## src/rtl/dsa_pkg.sv

```systemverilog
package dsa_pkg;

    localparam int unsigned DSA_WIDTH_DEF = 64;
    localparam int unsigned DSA_GRP_DEF   = 4;

    // number of 4:1 reduction levels needed for n inputs
    function automatic int unsigned clog4(input int unsigned n);
        int unsigned lv;
        int unsigned cap;
        lv  = 0;
        cap = 1;
        while (cap < n) begin
            cap = cap * 4;
            lv  = lv + 1;
        end
        return lv;
    endfunction

    function automatic logic xor4(input logic [3:0] v);
        return v[0] ^ v[1] ^ v[2] ^ v[3];
    endfunction

endpackage

```

## src/rtl/dsa_group_pg.sv

```systemverilog
module dsa_group_pg #(
    parameter int unsigned GRP = 4
) (
    input  logic [GRP-1:0] a,
    input  logic [GRP-1:0] b,
    output logic           g,
    output logic           p
);
    always_comb begin
        logic gacc;
        gacc = 1'b0;
        for (int i = 0; i < int'(GRP); i++) begin
            gacc = (a[i] & b[i]) | ((a[i] ^ b[i]) & gacc);
        end
        g = gacc;
        p = &(a ^ b);
    end
endmodule

```

## src/rtl/dsa_sklansky.sv

```systemverilog
module dsa_sklansky #(
    parameter int unsigned NG = 16
) (
    input  logic [NG-1:0] g_in,
    input  logic [NG-1:0] p_in,
    output logic [NG-1:0] c_out
);
    localparam int unsigned LV = (NG > 1) ? $clog2(NG) : 1;

    logic [NG-1:0] gl [LV+1];
    logic [NG-1:0] pl [LV+1];

    assign gl[0] = g_in;
    assign pl[0] = p_in;

    for (genvar lv = 0; lv < int'(LV); lv++) begin : g_lvl
        for (genvar i = 0; i < int'(NG); i++) begin : g_node
            if (((i >> lv) & 1) == 1) begin : g_merge
                localparam int J = ((i >> lv) << lv) - 1;
                assign gl[lv+1][i] = gl[lv][i] | (pl[lv][i] & gl[lv][J]);
                assign pl[lv+1][i] = pl[lv][i] & pl[lv][J];
            end else begin : g_pass
                assign gl[lv+1][i] = gl[lv][i];
                assign pl[lv+1][i] = pl[lv][i];
            end
        end
    end

    assign c_out = gl[LV];
endmodule

```

## src/rtl/dsa_group_sum.sv

```systemverilog
module dsa_group_sum #(
    parameter int unsigned GRP = 4
) (
    input  logic [GRP-1:0] a,
    input  logic [GRP-1:0] b,
    input  logic           ci,
    output logic [GRP-1:0] s
);
    logic [GRP-1:0] s0;
    logic [GRP-1:0] s1;

    always_comb begin
        logic c0;
        logic c1;
        c0 = 1'b0;
        c1 = 1'b1;
        for (int i = 0; i < int'(GRP); i++) begin
            s0[i] = a[i] ^ b[i] ^ c0;
            s1[i] = a[i] ^ b[i] ^ c1;
            c0 = (a[i] & b[i]) | ((a[i] ^ b[i]) & c0);
            c1 = (a[i] & b[i]) | ((a[i] ^ b[i]) & c1);
        end
    end

    assign s = ci ? s1 : s0;
endmodule

```

## src/rtl/dsa_xor4_tree.sv

```systemverilog
module dsa_xor4_tree
    import dsa_pkg::*;
#(
    parameter int unsigned N = 64
) (
    input  logic [N-1:0] diff,
    output logic         odd
);
    localparam int unsigned LEVELS = (clog4(N) == 0) ? 1 : clog4(N);
    localparam int unsigned PADW   = 4 ** LEVELS;

    always_comb begin
        logic [PADW-1:0] cur;
        logic [PADW-1:0] nxt;
        cur = '0;
        cur[N-1:0] = diff;
        for (int lv = 0; lv < int'(LEVELS); lv++) begin
            nxt = '0;
            for (int i = 0; i < int'(PADW / 4); i++) begin
                nxt[i] = xor4(cur[4*i +: 4]);
            end
            cur = nxt;
        end
        odd = cur[0];
    end
endmodule

```

## src/rtl/dsa_adder.sv

```systemverilog
module dsa_adder
    import dsa_pkg::*;
#(
    parameter int unsigned WIDTH = DSA_WIDTH_DEF,
    parameter int unsigned GRP   = DSA_GRP_DEF
) (
    input  logic             clk,
    input  logic             rst,
    input  logic [WIDTH-1:0] a,
    input  logic [WIDTH-1:0] b,
    input  logic             cin,
    input  logic             strobe_main,
    input  logic             strobe_late,
    input  logic [WIDTH-1:0] fault_mask,
    output logic [WIDTH-1:0] sum,
    output logic             cout,
    output logic             err
);
    localparam int unsigned NG = WIDTH / GRP;

    typedef struct packed {
        logic [WIDTH-1:0] main;
        logic [WIDTH-1:0] shadow;
        logic             cout;
        logic             pend;
        logic             err;
    } dsa_state_t;

    dsa_state_t st_d, st_q;

    logic [NG-1:0]    grp_g;
    logic [NG-1:0]    grp_p;
    logic [NG-1:0]    grp_g_cin;
    logic [NG-1:0]    grp_c;
    logic [NG-1:0]    grp_ci;
    logic [WIDTH-1:0] sum_comb;
    logic             mismatch_odd;

    for (genvar k = 0; k < int'(NG); k++) begin : g_grp
        dsa_group_pg #(.GRP(GRP)) u_pg (
            .a (a[k*GRP +: GRP]),
            .b (b[k*GRP +: GRP]),
            .g (grp_g[k]),
            .p (grp_p[k])
        );
        if (k == 0) begin : g_first
            assign grp_g_cin[k] = grp_g[k] | (grp_p[k] & cin);
            assign grp_ci[k]    = cin;
        end else begin : g_rest
            assign grp_g_cin[k] = grp_g[k];
            assign grp_ci[k]    = grp_c[k-1];
        end
        dsa_group_sum #(.GRP(GRP)) u_sum (
            .a  (a[k*GRP +: GRP]),
            .b  (b[k*GRP +: GRP]),
            .ci (grp_ci[k]),
            .s  (sum_comb[k*GRP +: GRP])
        );
    end

    dsa_sklansky #(.NG(NG)) u_tree (
        .g_in  (grp_g_cin),
        .p_in  (grp_p),
        .c_out (grp_c)
    );

    dsa_xor4_tree #(.N(WIDTH)) u_cmp (
        .diff (st_q.main ^ st_q.shadow),
        .odd  (mismatch_odd)
    );

    always_comb begin
        st_d = st_q;
        if (strobe_main) begin
            st_d.main = sum_comb;
            st_d.cout = grp_c[NG-1];
        end
        if (strobe_late) begin
            st_d.shadow = sum_comb ^ fault_mask;
        end
        st_d.pend = strobe_late;
        st_d.err  = st_q.pend & mismatch_odd;
    end

    always_ff @(posedge clk) begin
        if (rst) begin
            st_q <= '0;
        end else begin
            st_q <= st_d;
        end
    end

    assign sum  = st_q.main;
    assign cout = st_q.cout;
    assign err  = st_q.err;
endmodule

```

## config.mk

```make
export PLATFORM = sky130hd
export DESIGN_NAME = dsa_adder
export DESIGN_NICKNAME = d
export VERILOG_FILES = /design/src/rtl/dsa_pkg.sv /design/src/rtl/dsa_group_pg.sv /design/src/rtl/dsa_sklansky.sv /design/src/rtl/dsa_group_sum.sv /design/src/rtl/dsa_xor4_tree.sv /design/src/rtl/dsa_adder.sv
export SDC_FILE = /design/constraint.sdc
export NUM_CORES = 1
export LEC_CHECK = 0
export BUFFER_PORTS_ARGS = -buffer_cell sky130_fd_sc_hd__buf_2
export CORE_UTILIZATION = 50
export DETAILED_ROUTE_END_ITERATION = 8
export PLACE_DENSITY = 0.86
export SLEW_MARGIN = 40
export SYNTH_ARGS = -nofsm -noshare
export SYNTH_HDL_FRONTEND = slang
export SYNTH_SLANG_ARGS = --single-unit
```

## constraint.sdc

```tcl
create_clock -name clk -period 2.6 [get_ports clk]
set_clock_uncertainty 0.05 [all_clocks]
set_input_delay 0.13 -clock clk [delete_from_list [all_inputs] [get_ports clk]]
set_output_delay 0.13 -clock clk [all_outputs]
set_load 0.03 [all_outputs]
```

Yosys cells after proc, flatten, opt, wreduce, memory -nomap -nowiden
Index checks and enable logic that the tools add are counted.
{ "totals": {"rom_bits": 0, "regBits": 131, "out_inout_bits": 66, "ramBits": 0, "n_memories": 0, "latch_bits": 0, "in_bits": 197, "wordCells": 618} }
{ "op_classes": {"n_mux": 16, "n_eq_ne": 0, "n_bitwise": 581, "n_reduce_logical": 16, "n_lt_le_gt_ge": 0, "n_div": 0, "shifts": 0, "add_sub_neg": 0, "n_mul": 0} }
{ "ops": {"columns": ["op", "count"], "rows": [
  ["$xor 1x1->1", 223],
  ["$and 1x1->1", 195],
  ["$or 1x1->1", 129],
  ["$xor 64x64->64", 2],
  ["$mux 4", 16],
  ["$reduce_and 4->1", 16],
  ["$xor 4x4->4", 16],
  ["$not 1->1", 16]
]} }

Logic depth before layout (Yosys ltp)
{ "depth": {"ltp_word": 18, "mapped_depth": 13, "mapped_depth_nobuf": 12} }

Cells and area by module
Synthesis repeated with hierarchy kept, for this count alone.
{ "unflattened": {"hier_cells": 1046, "area_unflattened_um2": 10112.2} }
{ "modules_own_cells": {"columns": ["module", "area_each_um2", "seq_area_each_um2", "n_inst", "cells_per_inst"], "rows": [
  ["dsa_adder", 6248.5, 2622.5, 1, 621],
  ["dsa_group_sum", 112.6, 0.0, 16, 11],
  ["dsa_group_pg", 77.6, 0.0, 16, 9],
  ["dsa_xor4_tree", 551.8, 0.0, 1, 63],
  ["dsa_sklansky", 269.0, 0.0, 1, 42]
]} }

Least setup slack after synthesis
OpenSTA, ideal clock, no wires.
{ "synth_path": {"kind": "input-to-reg", "start": "input port a[21]", "end": "register st_q[66] (netlist bit)", "path_stages": 13, "setup_ns": 0.079, "t_arrival_ns": 2.727, "required_ns": 2.471, "path_slack_ns": -0.257, "n_path_buf": 2, "cell_sequence": "ha_1 -> buf_4 -> and4_4 -> and2_1 -> nand3_1 -> a31o_1 -> buf_6 -> a2111o_1 -> and2_4 -> o2111a_1 -> a311o_2 -> xnor2_2 -> a211oi_2"} }
{ "synth_between": {"elab_chain_cells": 15, "elab_cells_between_ends": 22, "classes_between": "mux: 1; bitwise: 20; reduce/logical: 1"} }
{ "synth_rtl": {"columns": ["element", "line", "source"], "rows": [
  ["start, declared", "dsa_adder.sv:9", "input logic [WIDTH-1:0] a,"],
  ["$xor 1x1->1", "dsa_group_pg.sv:13", "gacc = (a[i] & b[i]) | ((a[i] ^ b[i]) & gacc);"],
  ["$and 1x1->1", "dsa_group_pg.sv:13", null],
  ["$or 1x1->1", "dsa_group_pg.sv:13", null],
  ["$and 1x1->1", "dsa_group_pg.sv:13", null],
  ["$or 1x1->1", "dsa_group_pg.sv:13", null],
  ["$and 1x1->1", null, null],
  ["$or 1x1->1", null, null],
  ["$or 1x1->1", "dsa_sklansky.sv:20", "assign gl[lv+1][i] = gl[lv][i] | (pl[lv][i] & gl[lv][J]);"],
  ["$and 1x1->1", "dsa_sklansky.sv:20", null],
  ["$or 1x1->1", "dsa_sklansky.sv:20", null],
  ["$or 1x1->1 *", "dsa_sklansky.sv:20", null],
  ["$and 1x1->1 *", "dsa_sklansky.sv:20", null],
  ["$or 1x1->1 *", "dsa_sklansky.sv:20", null],
  ["$mux 4 *", "dsa_group_sum.sv:25", "assign s = ci ? s1 : s0;"],
  ["$xor 64x64->64 *", "dsa_adder.sv:79", "st_d.shadow = sum_comb ^ fault_mask;"],
  ["end signal, assigned", "dsa_adder.sv:89", "st_q <= st_d;"],
  ["end, declared", "dsa_adder.sv:29", "dsa_state_t st_d, st_q;"]
]} }
Mark *: on every way between the ends. The rest lies on a longest branch, timed or not.
A chain may end at the register's enable or synchronous reset.

Worst setup path in the final report
{ "layout_path": {"start": "input port a[27]", "end": "register st_q[61] (netlist bit)"} }
{ "layout_between": {"elab_chain_cells": 11, "elab_cells_between_ends": 18, "classes_between": "mux: 1; bitwise: 16; reduce/logical: 1"} }
{ "layout_rtl": {"columns": ["element", "line"], "rows": [
  ["$xor 1x1->1", null],
  ["$and 1x1->1", null],
  ["$or 1x1->1", null],
  ["$and 1x1->1", "dsa_sklansky.sv:20"],
  ["$or 1x1->1 (2 in a row)", "dsa_sklansky.sv:20"],
  ["$or 1x1->1 *", "dsa_sklansky.sv:20"],
  ["$and 1x1->1 *", "dsa_sklansky.sv:20"],
  ["$or 1x1->1 *", "dsa_sklansky.sv:20"],
  ["$mux 4 *", "dsa_group_sum.sv:25"],
  ["$xor 64x64->64 *", "dsa_adder.sv:79"]
]} }
Marked as above.

==> impl_metrics.csv <==
group,metric,value,unit
cts,cts_tree,"yes",
synth,syn-cell-area,10400,µm²
floorplanning,ios,263,
setup_path,cpPeakStageDelay,0.46,ns
setup_path,start_kind,"input pin",
timing,min_period,2.79,ns
run_status,status,"complete, but fails checks",
synth,ys_seq_area_share,25.2,%
synth,synthFlopType,"dfxtp_1",
min_path,holdCritStartpoint,"fault_mask[45]",
power_and_ir_drop,p_total,9.68,mW
setup_path,cp_max_fo,8,
synth,synth-edff-count,0,
synth,yosysWarnings,0,
synth,synth_common_cells,"195 x xnor2_1, 131 x dfxtp_1, 131 x nor2_1, 80 x ha_1, 66 x buf_4",
layout,area_delta_synth_final,38.6,%
setup_path,crit_family,"compound AO/OA/AOI/OAI gates",
timing,max_slew.worst_pin.slew,0.708,ns
power_and_ir_drop,sw_frac_of_total,35.9,%
grt,grt_use_total,28.4,%
grt,grt_pass1_wl,48600,µm
grt,grt_pass1_vias,10100,
detailed_routing,routed_wl,32500,µm
grt,grt_max_degree,82,
setup_path,crit_type,"input pin to flip-flop",
floorplanning,coreArea,20400,µm²
run_status,violations,"setup timing",
min_path,hold_depth,3,
power_and_ir_drop,power.leakage,6.51,nW
setup_path,worstPathRequired,2.80,ns
power_and_ir_drop,pwr-share-seq,25.5,%
power_and_ir_drop,ir_drop,0.502,mV
setup_path,r2r-start,"sum[14]",
grt,antenna_found_initial,0,
cts,h-tree-depth,4,
detailed_routing,ant_nets,0,
floorplanning,rows,52,
layout,fin_nets,1844,
layout,n_antenna_cell,0,
layout,final_core_utilization,70.9,%
setup_path,critPathBufInv,3,
synth,syn_inst,1185,
synth,synth_top_cell_area_share,25.2,%
layout,fill_cells,1409,
cts,cts_root_buffer,"clkbuf_16",
floorplanning,floorplan.initialDensity,51.2,%
placed_design,port_buffers,262,
cts,insertion_delay,0.41,ns
floorplanning,fp.dieH,146,µm
placed_design,place_area,12800,µm²
synth,synthDistinctLibCells,95,
detailed_routing,drt_iter0_markers,413,
synth,synth.most_common_cell,"xnor2_1",
synth,synth.net_count,1462,
setup_path,path_cells,"buf_6 -> ha_4 -> a21oi_4 -> o31ai_4 -> a221o_1 -> a31oi_4 -> buf_12 -> a211oi_4 -> or4_4 -> buf_6 -> a31oi_4 -> xnor2_2 -> xnor2_1 -> a211oi_1",
setup_path,cp-end-kind,"flip-flop",
timing,period_share,107,%
floorplanning,die_area,21400,µm²
floorplanning,die_w,146,µm
synth,post_synth.cell_area_avg,8.80,µm²
cts,cts_buffer_depth,2,
timing,max_freq,0.359,GHz
power_and_ir_drop,clock_power_share,25.8,%
detailed_routing,dr_total_vias,10100,
power_and_ir_drop,p_per_area,670,nW/µm²
layout,fin_area,14400,µm²
layout,register_area,2620,µm²
synth,synth_seq_cells,131,
timing,drv_slew,0,
layout,multiInputGateArea,7610,µm²
setup_path,crit_slowest_cell,"a221o_1",
power_and_ir_drop,combinationalPowerShare,48.7,%
layout,layout-drive-gt1-share,38.5,%
cts,numCtsBuffers,17,
setup_path,r2r_setup_slack,0.48,ns
grt,globalRouteOverflowTotal,0,
cts,path_clk_slew,0.06,ns
detailed_routing,wl_per_cell,17.6,µm
timing,fin_hold_ws,0.00333,ns
detailed_routing,drc_errors,0,
power_and_ir_drop,p_switching,3.48,mW
setup_path,crit_start,"a[27]",
cts,clock_sinks,131,
timing,layout_setup_ws,-0.189,ns
setup_path,worstPathArrival,2.99,ns
power_and_ir_drop,internal_power,6.20,mW
min_path,hp-class,"input pin to flip-flop",
setup_path,r2r-end,"err",
placed_design,dp_hpwl,23000,µm
detailed_routing,drt-pass1-iter-count,5,
synth,synthArstFlopShare,0,%
setup_path,r2r_cells,8,
flow_run,drv_cap,0,
timing,hold_viol,0,
detailed_routing,vias_per_cell,5.47,
timing,rsz0062_at_grt,"true",
timing,setup-violations-final,18,
min_path,hold_end,"st_q[48]",
synth,synth.area.top_cells,"dfxtp_1 25%, xnor2_1 16%, ha_1 9.6%, mux2i_1 5.0%, buf_4 4.8%",
placed_design,place_congestion,0.890,
synth,synth_top_area_cell,"dfxtp_1",
timing,slew_headroom,52.8,%
per-layer routing:
layer | up-vias | part of all wire (%) | global-route usage (%)
met5 | - | 0 | 0
li1 | 4802 | - | -
met1 | 4799 | 39 | 31.9
met3 | 107 | 5.4 | 4.75
met2 | 406 | 52 | 51.8
met4 | 0 | 3.9 | 13.3
repair_timing:
action | 4_1_cts | 5_1_grt
setup buffers | 5 | 9
hold buffers | 33 | 0
gates resized for setup | 23 | 77
pin swaps | 11 | 35
endpoints found under the setup margin | 41 | 55
hold endpoints to repair | 33 | 0
cloned | 0 | 0
worst max path at each step:
stage | endpoint | cells after the start | slack (ns)
3_5_place_dp | st_q[50] | 12 | -0.60
3_3_place_gp | st_q[50] | 12 | -0.56
5_1_grt | st_q[61] | 14 | -0.23
4_1_cts | st_q[62] | 13 | -0.003
6_report | st_q[61] | 14 | -0.19
2_1_floorplan | st_q[66] | 13 | -0.25
power groups by stage:
stage / clock network, mW / logic (mW) / registers, mW
final: 2.50 / 4.72 / 2.47
after global routing: 2.61 / 5.10 / 2.49
after CTS: 2.52 / 4.51 / 2.46
after detailed placement: 0 / 4.39 / 2.50
after global placement: 0 / 4.26 / 2.49
after floorplan: 0 / 3.31 / 2.45
metrics by stage:
stage                     instances  setup WS, ns  setup TNS [ns]
after floorplan                1185        -0.255          -0.800
after global placement         1772        -0.561          -26.51
after detailed placement       1772        -0.605          -31.41
after CTS                      1842      -0.00281        -0.00281
after global routing           1850        -0.231           -3.67
final                          1850        -0.189          -0.995
final cells by class:
type                    instances  share of cell area [%]
multi-input cells             895                    52.7
repair buffers                468                    21.1
clock inverters                12                    1.07
flip-flops and latches        131                    18.2
well taps                     270                    2.34
inverters                      54                    1.44
clock buffers                  20                    3.23
flip-flops by register name (all words and copies together) (netlist names):
| signal | flops |
|---|---|
| sum | 64 |
| err | 1 |
| cout | 1 |
| st_q | 65 |
layout by cell type (no fill, tap or decap), types with 29 or more instances in the layout:
cell,synthesis,routed
a211oi_1,61,57
a21oi_1,56,45
buf_2,1,254
buf_4,66,169
dfxtp_1,131,131
dlygate4sd3_1,0,33
ha_1,80,63
inv_1,51,47
mux2i_1,52,51
nand2_1,51,48
nor2_1,131,130
xnor2_1,195,186
xor2_1,33,29
cells by family (layout without fill, tap and decap cells):
group | count (synthesis) | after routing | share of synthesized area, %
simple gates | 296 | 296 | 14.0
mux | 52 | 52 | 4.99
buf+inv | 159 | 554 | 8.35
xor+xnor | 240 | 240 | 21.7
flops | 131 | 131 | 25.2
compound gates | 227 | 227 | 16.2
fa+ha+maj | 80 | 80 | 9.60
tightest hold or removal path, cell delays in order:
cell	delay (ns)
buf_2	0.09
xor2_1	0.07
o22ai_1	0.11
Power figures use the tool's default switching activity.
